## config.mk

```make
export PLATFORM = sky130hd
export DESIGN_NAME = sup_reset_wdog
export DESIGN_NICKNAME = d
export VERILOG_FILES = /design/src/rtl/sup_pkg.sv /design/src/rtl/sup_sync.sv /design/src/rtl/sup_tick.sv /design/src/rtl/sup_rst_timer.sv /design/src/rtl/sup_wdog.sv /design/src/rtl/sup_reset_wdog.sv
export SDC_FILE = /design/constraint.sdc
export NUM_CORES = 1
export LEC_CHECK = 0
export ABC_AREA = 1
export BUFFER_PORTS_ARGS = -buffer_cell sky130_fd_sc_hd__buf_2
export CORE_MARGIN = 5
export CORE_UTILIZATION = 35
export DETAILED_ROUTE_END_ITERATION = 7
export GPL_ROUTABILITY_DRIVEN = 0
export PLACE_DENSITY = 0.6
export RECOVER_POWER = 25
export SYNTH_ARGS = -nofsm -noshare
export SYNTH_HDL_FRONTEND = slang
export SYNTH_SLANG_ARGS = --single-unit
```

## constraint.sdc

```tcl
create_clock -name clk_i -period 2 [get_ports clk_i]
set_input_delay 0.5 -clock clk_i [delete_from_list [all_inputs] [get_ports clk_i]]
set_output_delay 0.5 -clock clk_i [all_outputs]
set_load 0.02 [all_outputs]
```

## src/rtl/sup_pkg.sv

```systemverilog
package sup_pkg;
  typedef enum logic {TICK_EXT = 1'b0, TICK_INT = 1'b1} tick_src_e;
endpackage

```

## src/rtl/sup_sync.sv

```systemverilog
module sup_sync (
  input  logic clk_i,
  input  logic rst_ni,
  input  logic d_i,
  output logic q_o,
  output logic prev_o
);
  logic [2:0] sh_q;
  always_ff @(posedge clk_i or negedge rst_ni) begin
    if (!rst_ni) sh_q <= '0;
    else         sh_q <= {sh_q[1:0], d_i};
  end
  assign q_o    = sh_q[1];
  assign prev_o = sh_q[2];
endmodule

```

## src/rtl/sup_tick.sv

```systemverilog
module sup_tick
  import sup_pkg::*;
#(
  parameter int INT_DIV = 1000
) (
  input  logic      clk_i,
  input  logic      rst_ni,
  input  tick_src_e src_i,
  input  logic      ext_rise_i,
  output logic      tick_o
);
  localparam int DW = (INT_DIV > 2) ? $clog2(INT_DIV) : 1;
  localparam logic [DW-1:0] DIV_MAX = DW'(INT_DIV - 1);

  logic [DW-1:0] div_q;
  logic          wrap;

  assign wrap = (div_q == DIV_MAX);

  always_ff @(posedge clk_i or negedge rst_ni) begin
    if (!rst_ni)   div_q <= '0;
    else if (wrap) div_q <= '0;
    else           div_q <= div_q + 1'b1;
  end

  assign tick_o = (src_i == TICK_INT) ? wrap : ext_rise_i;

  a_r9_div_bound: assert property (@(posedge clk_i) disable iff (!rst_ni)
    div_q <= DIV_MAX);
endmodule

```

## src/rtl/sup_rst_timer.sv

```systemverilog
module sup_rst_timer #(
  parameter int RST_TICKS = 50
) (
  input  logic clk_i,
  input  logic rst_ni,
  input  logic low_i,
  input  logic trig_i,
  input  logic tick_i,
  output logic busy_o
);
  localparam int CW = $clog2(RST_TICKS + 1);
  localparam logic [CW-1:0] LAST = CW'(RST_TICKS - 1);

  logic [CW-1:0] cnt_q;
  logic          busy_q;

  // power-up behaves like a low-line release: full hold
  always_ff @(posedge clk_i or negedge rst_ni) begin
    if (!rst_ni) begin
      busy_q <= 1'b1;
      cnt_q  <= '0;
    end else if (low_i || trig_i) begin
      busy_q <= 1'b1;
      cnt_q  <= '0;
    end else if (busy_q && tick_i) begin
      if (cnt_q == LAST) begin
        busy_q <= 1'b0;
        cnt_q  <= '0;
      end else begin
        cnt_q <= cnt_q + 1'b1;
      end
    end
  end

  assign busy_o = busy_q;

  a_r2_hold_after_low: assert property (@(posedge clk_i) disable iff (!rst_ni)
    $fell(low_i) |-> busy_q);
  a_r2_cnt_bound: assert property (@(posedge clk_i) disable iff (!rst_ni)
    cnt_q <= LAST);
  a_r3_trig_starts: assert property (@(posedge clk_i) disable iff (!rst_ni)
    trig_i |=> (busy_q && cnt_q == '0));
endmodule

```

## src/rtl/sup_wdog.sv

```systemverilog
module sup_wdog #(
  parameter int WD_FAST_TICKS = 100,
  parameter int WD_SLOW_TICKS = 1600
) (
  input  logic clk_i,
  input  logic rst_ni,
  input  logic hold_i,
  input  logic dis_i,
  input  logic low_i,
  input  logic tog_i,
  input  logic tick_i,
  input  logic slow_i,
  output logic expire_o,
  output logic wdo_no
);
  localparam int CW = $clog2(WD_SLOW_TICKS + 1);
  localparam logic [CW-1:0] LIM_F = CW'(WD_FAST_TICKS - 1);
  localparam logic [CW-1:0] LIM_S = CW'(WD_SLOW_TICKS - 1);

  logic [CW-1:0] wcnt_q;
  logic [CW-1:0] lim;
  logic          wdo_q;
  logic          at_lim;

  assign lim    = slow_i ? LIM_S : LIM_F;
  // >= so a range switch mid-count cannot overrun
  assign at_lim = (wcnt_q >= lim);
  assign expire_o = tick_i && at_lim && !hold_i && !dis_i && !tog_i;

  always_ff @(posedge clk_i or negedge rst_ni) begin
    if (!rst_ni)                         wcnt_q <= '0;
    else if (hold_i || tog_i || dis_i)   wcnt_q <= '0;
    else if (tick_i)                     wcnt_q <= at_lim ? '0 : wcnt_q + 1'b1;
  end

  always_ff @(posedge clk_i or negedge rst_ni) begin
    if (!rst_ni)                         wdo_q <= 1'b1;
    else if (low_i || tog_i || dis_i)    wdo_q <= 1'b1;
    else if (expire_o)                   wdo_q <= 1'b0;
  end

  assign wdo_no = wdo_q;

  a_r11_no_expire_in_hold: assert property (@(posedge clk_i) disable iff (!rst_ni)
    hold_i |-> !expire_o);
  a_r11_cleared_in_hold: assert property (@(posedge clk_i) disable iff (!rst_ni)
    $past(hold_i) |-> (wcnt_q == '0));
  a_r3_cnt_bound: assert property (@(posedge clk_i) disable iff (!rst_ni)
    wcnt_q <= LIM_S);
  a_r3_fault_latch: assert property (@(posedge clk_i) disable iff (!rst_ni)
    expire_o |=> !wdo_q);
  a_r5_dis_keeps_high: assert property (@(posedge clk_i) disable iff (!rst_ni)
    $past(dis_i) |-> wdo_q);
  a_r6_edge_clears: assert property (@(posedge clk_i) disable iff (!rst_ni)
    tog_i |=> wdo_q);
endmodule

```

## src/rtl/sup_reset_wdog.sv

```systemverilog
module sup_reset_wdog
  import sup_pkg::*;
#(
  parameter int INT_DIV       = 1000,
  parameter int RST_TICKS     = 50,
  parameter int WD_FAST_TICKS = 100,
  parameter int WD_SLOW_TICKS = 1600
) (
  input  logic clk_i,
  input  logic rst_ni,
  input  logic lowv_i,
  input  logic wdi_i,
  input  logic wd_dis_i,
  input  logic ce_n_i,
  input  logic osc_sel_i,
  input  logic osc_in_i,
  output logic rst_no,
  output logic rst_o,
  output logic wdo_no,
  output logic low_line_no,
  output logic ce_n_o
);
  logic      wdi_q, wdi_p, osc_q, osc_p;
  logic      wdi_tog, osc_rise, tick;
  logic      busy, expire, rst_act;
  tick_src_e src;

  sup_sync u_wdi_sync (.clk_i, .rst_ni, .d_i(wdi_i),    .q_o(wdi_q), .prev_o(wdi_p));
  sup_sync u_osc_sync (.clk_i, .rst_ni, .d_i(osc_in_i), .q_o(osc_q), .prev_o(osc_p));

  assign wdi_tog  = wdi_q ^ wdi_p;
  assign osc_rise = osc_q & ~osc_p;
  assign src      = osc_sel_i ? TICK_INT : TICK_EXT;

  sup_tick #(.INT_DIV(INT_DIV)) u_tick (
    .clk_i, .rst_ni, .src_i(src), .ext_rise_i(osc_rise), .tick_o(tick)
  );

  sup_rst_timer #(.RST_TICKS(RST_TICKS)) u_rst (
    .clk_i, .rst_ni, .low_i(lowv_i), .trig_i(expire), .tick_i(tick), .busy_o(busy)
  );

  assign rst_act = busy | lowv_i;

  sup_wdog #(.WD_FAST_TICKS(WD_FAST_TICKS), .WD_SLOW_TICKS(WD_SLOW_TICKS)) u_wd (
    .clk_i, .rst_ni, .hold_i(rst_act), .dis_i(wd_dis_i), .low_i(lowv_i),
    .tog_i(wdi_tog), .tick_i(tick), .slow_i(~osc_sel_i | osc_q),
    .expire_o(expire), .wdo_no(wdo_no)
  );

  assign rst_no      = ~rst_act;
  assign rst_o       = rst_act;
  assign low_line_no = ~lowv_i;
  assign ce_n_o      = ce_n_i | lowv_i;

  a_r1_low_forces_reset: assert property (@(posedge clk_i) disable iff (!rst_ni)
    lowv_i |-> (!rst_no && rst_o));
  a_r8_ce_blocked: assert property (@(posedge clk_i) disable iff (!rst_ni)
    lowv_i |-> ce_n_o);
  a_r7_pair: assert property (@(posedge clk_i) disable iff (!rst_ni)
    rst_o != rst_no);
endmodule

```

==> summary.txt <==
Run status - finished clean
Bufs and invs on worst path - 1
Worst-path clk slew - 70 ps
Crit path depth - 14
Clock Path Buffers - 2
Gr busiest metal - met2
Post-CTS Setup Bufs - 0
Synth cell types - 29
Vias - 1589
Met1 Use GR - 13.6%
Largest family of logic cells by synthesized area - simple AND/OR/NAND/NOR gates
Initial Util - 35.7%
Hold WC Path Type - primary input to register
Leak - 0.00115 uW
CTS Buf Count - 5
Worst IR Drop VDD - 460 uV
Final period util - 91.1%
Adder-Cell Fraction of Synth Area - 3.22%
Fin Hold WS - 320 ps
Area fraction in and, or, nand and nor cells after synthesis - 30.0%
Root Driver - clkbuf_8
Min cycle time layout - 1820 ps
Mapped Area - 1940 um2
DRT antenna net count - 0
Area of the multi-input gates - 917 um2
Setup TNS - 0 ps
Post-Place Cell Area - 2170 um2
Avg Cell Area, Syn - 7.73 um2
Residual DRC count - 0
Post-Synth XOR/XNOR Area - 4.51%
I/O pin count - 13
Nets - 294
Max Cap Viol - 0
Reg2Reg Depth - 14
Kind of cell adding the most delay to the critical path - simple AND/OR/NAND/NOR gates
Largest net degree at the start of global routing - 36
CP endpoint kind - register
Compound-Gate Fraction of Synth Area - 8.83%
Worst slew pin tran - 883 ps
Global-route wire length before repair - 6410 um
Worst R2R Setup Slack - 180 ps
CP Data Required Time - 2220 ps
# resized after CTS - 0
Most frequent cells in the layout - 60 x nand2_1, 37 x inv_1, 35 x nor2_1
Final setup vio count - 0
Hold Path Stages - 1
Synth area leader - dfrtp_1
Hold-fix buffer count after cts - 0
Yosys warns - 0
Initial antenna violation count - 0
Number of inserted diodes - 0
Cells after Synth - 251
Final hold vios - 0
Die area - 7130 um2
Fraction of layout instances using a drive strength above 1 - 19.5%
Synth top area share - 42.6%
Clock latency on the worst-skew pair - 290 ps
Relative slew margins - 41.1%
GRT met3 Usage - 2.45%
WL final - 3680 um
Synth top area cells - dfrtp_1 43%, nand2_1 12%, inv_1 7.2%
H-tree levels - 2
M2 GR Usage - 18.9%
Synth-to-layout area growth - 16.9%
Fill count - 544
CP max FO - 6
CTS tree - built
Via density - 4.49
Vias in the first global route - 1521
Clock Sinks - 35
Core Util, Final - 41.7%
Detailed Route Iter0 Violations - 122
Critical path launch point type - register
Pwr/cell area - 587 nW/um2
Unrepaired setup endpoints after global routing - no
FP Rows - 27
Global route overflow - 0
Worst path cell trace - inv_1, nand2_2, ha_1, nand2_1, nor2_1, nand2_1, nor2_2, a21oi_4, nand2_2, nand2_2, nand2_2, nor2_4, nand2_1, nand2_1
Placeable Area - 5440 um2
Commonest non-fill, non-tap cell in the layout - nand2_1
Sequential-to-total area share from yosys stat - 45.3%
Drt wl/cell - 10.4 um
TritonRoute pass-1 iters - 4
Final non-filler cell area - 2270 um2
Die W - 84.5 um
Fmax - 549 MHz
Max-slew violation count - 0
Inst Count DP - 346
CP arrival - 2050 ps
CP peak stage delay - 390 ps
Fin cells - 354
Final Skew - 8.47 ps
Port bufs - 12
HPWL after DPL - 2750 um
Critical path's slowest cell - dfrtp_1
Die height - 84.5 um
Yosys reg bits - 35
Mux contribution to synthesized area - 0%
Register area - 878 um2
Total GRT Usage - 11.0%
CP Class - register to register
Post-Syn Nets - 264
-- final cells by class --
class                           instances  share of cell area, %
Tap cell                               72                   3.97
Sequential cell                        35                   38.7
Multi-Input combinational cell        176                   40.4
Inverter                               39                   6.45
Clock inverter                          3                  0.883
Clock buffer                            5                   3.03
Timing Repair Buffer                   24                   6.51
-- per-layer routing --
layer | share of wire, % | up-vias
met1 | 48 | 716
met3 | 2.7 | 6
met5 | 0 | -
met2 | 48 | 17
met4 | 1.3 | 0
li1 | - | 850
-- metrics by stage --
step	setup slack (ps)	total power, uW
after CTS	117	1350
after floorplan	231	786
final	177	1330
after global placement	39.8	837
after global routing	6.19	1390
after detailed placement	-21.6	837
-- sequential cells by signal (all words and copies together) (netlist names) --
register	flops
u_wd.wdo_no	1
u_rst.cnt_q	6
u_wd.wcnt_q	11
u_wdi_sync.sh_q	3
u_tick.div_q	10
u_osc_sync.sh_q	3
u_rst.busy_o	1
-- power by group --
group	switching (uW)	internal (uW)	total, uW	leakage, uW
Combinational	60.9	35.3	96.2	0.000654
Clock	266	242	508	0.0000402
Sequential	7.73	719	726	0.000453
Total	335	996	1330	0.00115
-- cells in the mapped netlist --
master / count
nand2_1: 60
inv_1: 37
nor2_1: 36
dfrtp_1: 33
nand3_1: 14
xor2_1: 9
a21oi_1: 8
o21ai_0: 8
nand2_2: 7
ha_1: 5
nand4_1: 4
nor3_1: 4
nor2_2: 3
o21ai_1: 3
dfstp_2: 2
inv_2: 2
nor2_4: 2
o21bai_1: 2
o22ai_1: 2
a21oi_2: 1
a21oi_4: 1
a31oi_1: 1
buf_6: 1
nand3_2: 1
o2111ai_1: 1
o21ai_2: 1
or2_1: 1
or2_2: 1
xnor2_1: 1
-- logic make-up (layout without fill, tap and decap cells) --
family,count (synthesis),after routing
AND/OR/NAND/NOR,133,133
buffers and inverters,40,71
flip-flops,35,35
AO/OA/AOI/OAI,28,28
XOR/XNOR,10,10
adder cells (fa/ha/maj),5,5
-- path summary, 6_finish.rpt --
path	startpoint	end
min in group asynchronous	rst_ni	u_tick.div_q[4]
hold reg to reg	u_osc_sync.sh_q[0]	u_osc_sync.sh_q[1]
setup reg to reg	u_osc_sync.sh_q[1]	u_rst.cnt_q[5]
setup / recovery	u_osc_sync.sh_q[1]	u_rst.cnt_q[5]
hold / removal	wdi_i	u_wdi_sync.sh_q[0]
max in group asynchronous	rst_ni	u_rst.cnt_q[5]
Note: power is estimated with default switching activity, not from simulation.
